**config.mk**
```make
export PLATFORM = sky130hd
export DESIGN_NAME = sram_port_ctrl
export DESIGN_NICKNAME = d
export VERILOG_FILES = /design/src/rtl/sram_port_ctrl.sv
export SDC_FILE = /design/constraint.sdc
export NUM_CORES = 1
export LEC_CHECK = 0
export BUFFER_PORTS_ARGS = -buffer_cell sky130_fd_sc_hd__buf_2
export CAP_MARGIN = 25
export CORE_MARGIN = 10
export CORE_UTILIZATION = 48
export DETAILED_ROUTE_END_ITERATION = 6
export MAX_ROUTING_LAYER = met4
export PLACE_DENSITY = 0.79
export SLEW_MARGIN = 0
export SYNTH_ARGS = -nofsm -noshare
export SYNTH_HDL_FRONTEND = slang
export SYNTH_SLANG_ARGS = --single-unit
```
**constraint.sdc**
```tcl
create_clock -name clk -period 2.8 [get_ports clk]
set_clock_uncertainty 0.1 [all_clocks]
set_input_delay 0.56 -clock clk [delete_from_list [all_inputs] [get_ports clk]]
set_output_delay 0.56 -clock clk [all_outputs]
set_load 0.01 [all_outputs]
```
**src/rtl/sram_port_ctrl.sv**
```systemverilog
module sram_port_ctrl #(
  parameter int AW            = 18,
  parameter int DW            = 16,
  parameter int CLK_PERIOD_NS = 4,
  parameter int T_RC_NS       = 8,
  parameter int T_AA_NS       = 8,
  parameter int T_WC_NS       = 8,
  parameter int T_PWE_NS      = 6,
  parameter int T_SD_NS       = 4,
  parameter int T_HZWE_NS     = 4,
  parameter int STARTUP_NS    = 100000,
  parameter bit WR_OE_LOW     = 1'b1
) (
  input  logic            clk,
  input  logic            rst_n,
  input  logic            req_valid,
  output logic            req_ready,
  input  logic            req_write,
  input  logic [AW-1:0]   req_addr,
  input  logic [DW-1:0]   req_wdata,
  input  logic [DW/8-1:0] req_be,
  output logic            rsp_valid,
  output logic [DW-1:0]   rsp_rdata,
  output logic [AW-1:0]   mem_addr,
  output logic            mem_ce_n,
  output logic            mem_we_n,
  output logic            mem_oe_n,
  output logic [DW/8-1:0] mem_be_n,
  output logic [DW-1:0]   mem_dq_out,
  input  logic [DW-1:0]   mem_dq_in,
  output logic            mem_dq_oe
);
  localparam int NB = DW / 8;

  function automatic int cdiv(input int ns);
    return (ns + CLK_PERIOD_NS - 1) / CLK_PERIOD_NS;
  endfunction

  function automatic int imax(input int a, input int b);
    return (a > b) ? a : b;
  endfunction

  localparam int RD_CYC   = imax(1, cdiv(imax(T_RC_NS, T_AA_NS)));
  localparam int HZ_CYC   = WR_OE_LOW ? cdiv(T_HZWE_NS) : 0;
  localparam int DRV_CYC  = imax(imax(1, cdiv(T_SD_NS)),
                                 imax(cdiv(T_PWE_NS) - HZ_CYC, cdiv(T_WC_NS) - 2 - HZ_CYC));
  localparam int BOOT_CYC = imax(1, cdiv(STARTUP_NS));
  localparam int CW       = $clog2(imax(imax(RD_CYC, HZ_CYC), DRV_CYC) + 1);
  localparam int BW       = $clog2(BOOT_CYC + 1);

  typedef enum logic [2:0] {S_BOOT, S_IDLE, S_RD, S_WA, S_WZ, S_WD, S_WH} st_t;

  st_t              state;
  logic [CW-1:0]    cnt;
  logic [BW-1:0]    boot_cnt;
  logic [AW-1:0]    a_q;
  logic [DW-1:0]    d_q;
  logic [NB-1:0]    be_q;
  logic [DW-1:0]    lane_mask;
  logic             sel;
  logic             we_low;
  logic             wr_phase;

  for (genvar g = 0; g < NB; g++) begin : g_lane
    assign lane_mask[g*8 +: 8] = {8{be_q[g]}};
  end

  assign sel      = (state != S_BOOT) && (state != S_IDLE);
  assign we_low   = (state == S_WZ) || (state == S_WD);
  assign wr_phase = (state == S_WA) || we_low || (state == S_WH);

  assign req_ready  = (state == S_IDLE);
  assign mem_addr   = a_q;
  assign mem_ce_n   = !sel;
  assign mem_we_n   = !we_low;
  assign mem_oe_n   = !((state == S_RD) || (WR_OE_LOW && wr_phase));
  assign mem_be_n   = sel ? ~be_q : {NB{1'b1}};
  assign mem_dq_out = d_q;
  assign mem_dq_oe  = (state == S_WD);

  always_ff @(posedge clk) begin
    if (!rst_n) begin
      state     <= S_BOOT;
      cnt       <= '0;
      boot_cnt  <= '0;
      a_q       <= '0;
      d_q       <= '0;
      be_q      <= '0;
      rsp_valid <= 1'b0;
      rsp_rdata <= '0;
    end else begin
      rsp_valid <= 1'b0;
      case (state)
        S_BOOT: begin
          if (boot_cnt == BW'(BOOT_CYC - 1)) state <= S_IDLE;
          else boot_cnt <= boot_cnt + 1'b1;
        end
        S_IDLE: begin
          if (req_valid) begin
            a_q  <= req_addr;
            d_q  <= req_wdata;
            be_q <= req_be;
            if (req_write) begin
              state <= S_WA;
            end else begin
              state <= S_RD;
              cnt   <= CW'(RD_CYC - 1);
            end
          end
        end
        S_RD: begin
          if (cnt == '0) begin
            rsp_rdata <= mem_dq_in & lane_mask;
            rsp_valid <= 1'b1;
            state     <= S_IDLE;
          end else begin
            cnt <= cnt - 1'b1;
          end
        end
        S_WA: begin
          if (HZ_CYC > 0) begin
            state <= S_WZ;
            cnt   <= CW'(imax(HZ_CYC, 1) - 1);
          end else begin
            state <= S_WD;
            cnt   <= CW'(DRV_CYC - 1);
          end
        end
        S_WZ: begin
          if (cnt == '0) begin
            state <= S_WD;
            cnt   <= CW'(DRV_CYC - 1);
          end else begin
            cnt <= cnt - 1'b1;
          end
        end
        S_WD: begin
          if (cnt == '0) state <= S_WH;
          else cnt <= cnt - 1'b1;
        end
        S_WH:    state <= S_IDLE;
        default: state <= S_IDLE;
      endcase
    end
  end
endmodule

```
Yosys cells after proc, flatten, opt, wreduce, memory -nomap -nowiden
Cells that the tools add are included.

Add/sub/neg operators: 2. $mul: 0. Div/mod/pow operators: 0. Magnitude comparators: 0. Eq/ne operators: 15. Shift-type cells: 0. Multiplexer cells: 14. Bitwise gates (word level): 3. Reductions and logical operators: 19.

Operator list (number): $pmux W3 S6 (1); $and A16 B16 Y16 (1); $add A15 B1 Y15 const B (1); $eq A15 B15 Y1 const B (1); $mux W3 (5); $mux W2 (5); $eq A3 B3 Y1 const B (3); $ne A2 B2 Y1 const B (4); $pmux W2 S4 (1); $reduce_and A2 Y1 (4); $eq A3 B2 Y1 const B (2); $ne A2 B1 Y1 const B (3); $reduce_and A5 Y1 (1); $logic_or A1 B1 Y1 (4); $reduce_and A4 Y1 (1); $reduce_bool A4 Y1 (1); $eq A3 B1 Y1 const B (1); $logic_not A1 Y1 (3); $logic_not A3 Y1 (1); $ne A3 B1 Y1 const B (1); $reduce_bool A3 Y1 (1); $logic_not A2 Y1 (1); $mux W1 (2); $not A2 Y2 (1); other kinds (4) (4).

Register bits after elaboration: 73. Bits in latches: 0. Bits in writable memories: 0. Memory bits (read-only): 0. Input bits: 56. Output and inout bits: 58. Logic and storage cells: 61. Memories kept: 0.

Depth between registers and ports, before layout
Depth after elaboration: 6. Depth in mapped cells: 9. Gate-level depth less buffers: 6.

Worst setup path after synthesis
No wires, ideal clock.

Path kind: register to register. Start: reg state[1]. End: reg boot_cnt[13]. Library setup time: 0.070 ns. Arrival time: 1.806 ns. Required time: 2.630 ns. Setup slack: 0.823 ns. Stages on the path, launching flop included: 8. Buffers on the path: 3. Clock period less this slack: 1.977 ns. Cells stage by stage: dfxtp_1 -> buf_6 -> or2_1 -> buf_6 -> or3_1 -> clkbuf_2 -> or4_1 -> a21oi_1.

Word-level cells in the longest chain between the ends: 2.

RTL lines: start: declaration (RTL line 53) `st_t state;`; start signal: assignment (RTL line 83) `state <= S_BOOT;`; start signal: assignment (RTL line 95) `if (boot_cnt == BW'(BOOT_CYC - 1)) state <= S_IDLE;`; start signal: assignment (RTL line 104) `state <= S_WA;`; $logic_not A3 Y1 (RTL line 93) `case (state)`; $reduce_and A2 Y1 (no source line); end signal: assignment (RTL line 96) `else boot_cnt <= boot_cnt + 1'b1;`; end: declaration (RTL line 55) `logic [BW-1:0] boot_cnt;`.

Every way passes these cells. A chain may end at the register's enable or synchronous reset.

Final worst setup path
Start: reg state[2]. End: out mem_ce_n.

Word-level cells in the longest chain between the ends: 3. Elaborated cells between the ends (all ways): 4. Classes of those cells: eq/ne: 1; reduce/logical: 3.

RTL lines: $ne A3 B1 Y1 or $reduce_bool A3 Y1 (tied branches) (RTL line 68) `assign sel = (state != S_BOOT) && (state != S_IDLE);`; $logic_and A1 B1 Y1 (*) (RTL line 68); $logic_not A1 Y1 (*) (RTL line 74) `assign mem_ce_n = !sel;`; end: declaration (RTL line 25) `output logic mem_ce_n,`.

Mark *: on every way between the ends. The rest lies on a longest branch, timed or not.

==> impl_metrics.env <==
export IMPL_status="finished clean"
export IMPL_ys_seq_elements=73
export IMPL_path_max_fanout=11
export IMPL_worst_setup_path_start_kind="register"
export IMPL_switching_share_pct=25.00
export IMPL_cp_data_arrival_time_ps=1510
export IMPL_synth_area_um2=2914
export IMPL_root_buffer="clkbuf_8"
export IMPL_overflow=0
export IMPL_postCtsSetupRepairBufs=0
export IMPL_synth_edf_count=0
export IMPL_drc_errors=0
export IMPL_viasPerCell=5.116
export IMPL_portBuffers=113
export IMPL_timing_setup_tns_ps=0
export IMPL_vias=2737
export IMPL_pwr_share_comb_pct=3.8
export IMPL_finalSetupViolations=0
export IMPL_clockBufferDepth=2
export IMPL_clock_latency_ps=350
export IMPL_rsz0062_at_grt="false"
export IMPL_clk_pin_slew_ps=90
export IMPL_worstSetupPathType="register to output pin"
export IMPL_io_pins=114
export IMPL_grt_pass1_wl_mm=11.92
export IMPL_dieArea_um2=9587
export IMPL_maxSlewViolCount=0
export IMPL_layout_cells_non_filler=535
export IMPL_synth_flop_cell="dfxtp_1"
export IMPL_max_slew_margin_pct=59.65
export IMPL_antenna_cells=0
export IMPL_drive_gt1_share_pct=29.57
export IMPL_start_util_pct=49.22
export IMPL_antenna_left=0
export IMPL_synthCells=345
export IMPL_cts_sinks=73
export IMPL_syn_num_nets=405
export IMPL_layout_commonest_cell="buf_2"
export IMPL_grt_max_degree=49
export IMPL_ctsHoldBuffers=0
export IMPL_syn2layout_area_growth_pct=27.39
export IMPL_path_buf_inv=2
export IMPL_fin_crit_ps=2166
export IMPL_fp_dieH_um=97.92
export IMPL_routed_wl_mm=7.544
export IMPL_yosysWarningCount=0
export IMPL_seq_area_frac_synth_pct=50.15
export IMPL_fillers=523
export IMPL_avgSynthCellArea_um2=8.447
export IMPL_worstSetupEndpointType="output pin"
export IMPL_fin_crit_sh_pct=77.36
export IMPL_cap_violations=0
export IMPL_cts_tree="built"
export IMPL_vdd_drop_max_mv=0.3616
export IMPL_crit_slowest_cell="dfxtp_1"
export IMPL_async_reset_ff_share_pct=0
export IMPL_cpLargestDelayFamily="flip-flops"
export IMPL_globalplace_congestion=0.8306
export IMPL_dr_pass1_iters=4
export IMPL_hp_class="primary input to register"
export IMPL_critical_path_max_stage_delay_ps=520
export IMPL_synth_distinct_cells=40
export IMPL_antenna_found_initial=0
export IMPL_fp_coreArea_um2=5921
export IMPL_worstPathRequired_ps=2140
export IMPL_hold_viol=0
export IMPL_drt_initial_drc_count=117
export IMPL_leakagePower_nw=1.562
export IMPL_reg2reg_slack_ps=660
export IMPL_fmax_mhz=461.7
export IMPL_finalNetCount=515
export IMPL_grt_use_total_pct=15.11
export IMPL_dieWidth_um=97.92
export IMPL_rows=28
export IMPL_cts_resized=0
export IMPL_cts_buffers=9
export IMPL_clkPwrFrac_pct=40.9
export IMPL_hpwlAfterDp_mm=5.720
export IMPL_seq_power_share_pct=55.3
export IMPL_grt_pass1_vias=2481
export IMPL_cp_cell_sequence="or2_1, inv_1, buf_2"
export IMPL_switchingPower_w=0.0004722
export IMPL_power_per_cell_area_nw_per_um2=508.7
export IMPL_h_tree_depth=3
export IMPL_placedCellCount=519
export IMPL_worstMarginPinSlew_ps=599.7
export IMPL_final_cell_mix="113 x buf_2, 90 x nand2_1, 73 x dfxtp_1"
export IMPL_wire_per_inst_um=14.10
export IMPL_internal_power_w=0.001416
-- final cells by class --
type                       count  area [µm²]  area share, %
sequential                    73        1461          39.37
multi-input combinational    240        1315          35.42
timing repair buffer         119       610.6          16.45
clock buffer                   9       123.9          3.337
tap                           75       93.84          2.528
clock inverter                 7       62.56          1.685
inverter                      12       45.04          1.213
-- synthesized netlist by cell type (2+ instances only) --
master | instances | area, µm²
a21oi_1 | 45 | 225.2
nand4_1 | 2 | 12.51
nand3_1 | 9 | 45.04
nand4b_1 | 2 | 17.52
nor4_1 | 8 | 50.05
a22o_1 | 16 | 140.1
nor2b_1 | 5 | 31.28
mux2i_1 | 6 | 60.06
nor4b_1 | 2 | 17.52
buf_6 | 2 | 22.52
nand2_1 | 90 | 337.8
or3_1 | 3 | 18.77
nor2_1 | 11 | 41.29
o21ai_0 | 3 | 15.01
o31ai_1 | 2 | 15.01
nor3_1 | 3 | 15.01
xnor2_1 | 3 | 26.28
a211oi_1 | 3 | 22.52
ha_1 | 4 | 50.05
or4_1 | 3 | 22.52
dfxtp_1 | 73 | 1461
clkbuf_1 | 16 | 60.06
nand2b_1 | 6 | 37.54
inv_1 | 12 | 45.04
-- power by group through the flow --
| stage | Sequential (W) | Combinational [W] | Clock [W] |
|---|---|---|---|
| after floorplan | 0.00107 | 0.0000244 | 0 |
| after CTS | 0.00104 | 0.0000721 | 0.000796 |
| final | 0.00105 | 0.0000715 | 0.000772 |
| after global routing | 0.00105 | 0.0000799 | 0.000838 |
| after global placement | 0.00107 | 0.0000689 | 0 |
| after detailed placement | 0.00107 | 0.0000721 | 0 |
-- per-stage QoR --
| stage | hold WS (ps) | setup slack, ps | utilization, % | power, W | instance area, µm² |
|---|---|---|---|---|---|
| CTS | 299.8 | 634.9 | 62.70 | 0.001913 | 3712 |
| global route | 296.6 | 493.4 | 62.70 | 0.001964 | 3712 |
| floorplan | 337.6 | 823.4 | - | 0.001093 | 2914 |
| global placement | 338.2 | 626.0 | 59.43 | 0.001138 | 3518 |
| detailed placement | 343.0 | 704.4 | 59.55 | 0.001142 | 3526 |
| finish | 310.2 | 633.9 | 62.70 | 0.001889 | 3712 |
-- kinds of logic after synthesis --
kind of cell	share of synthesized area (%)
buffers and inverters	4.723
muxes	2.061
and+or+nand+nor	23.79
adders and majority gates	1.718
AOI/OAI and AO/OA	16.36
xor gates and xnor gates	1.202
DFF	50.15
-- metal layers --
layer / wire length, µm / vias to the layer above / GRT usage [%]
met4: 125 / 0 / 5.593
met1: 3242 / 1231 / 17.49
met3: 572 / 9 / 5.497
met5: 0 / - / -
li1: - / 1401 / -
met2: 3603 / 96 / 23.45
-- state kept, by name, indices dropped and copies added, names as in the netlist --
| name | count |
|---|---|
| mem_addr | 18 |
| be_q | 2 |
| mem_dq_out | 16 |
| cnt | 2 |
| state | 3 |
| boot_cnt | 15 |
| rsp_valid | 1 |
| rsp_rdata | 16 |
-- path summary, 6_finish.rpt --
path                       start             end  cells after the start
setup / recovery        state[2]        mem_ce_n                      3
hold / removal      mem_dq_in[7]    rsp_rdata[7]                      2
setup reg to reg        state[2]    boot_cnt[13]                      4
hold reg to reg   mem_dq_out[14]  mem_dq_out[14]                      2
No activity file was read; power rests on OpenSTA's default activity.
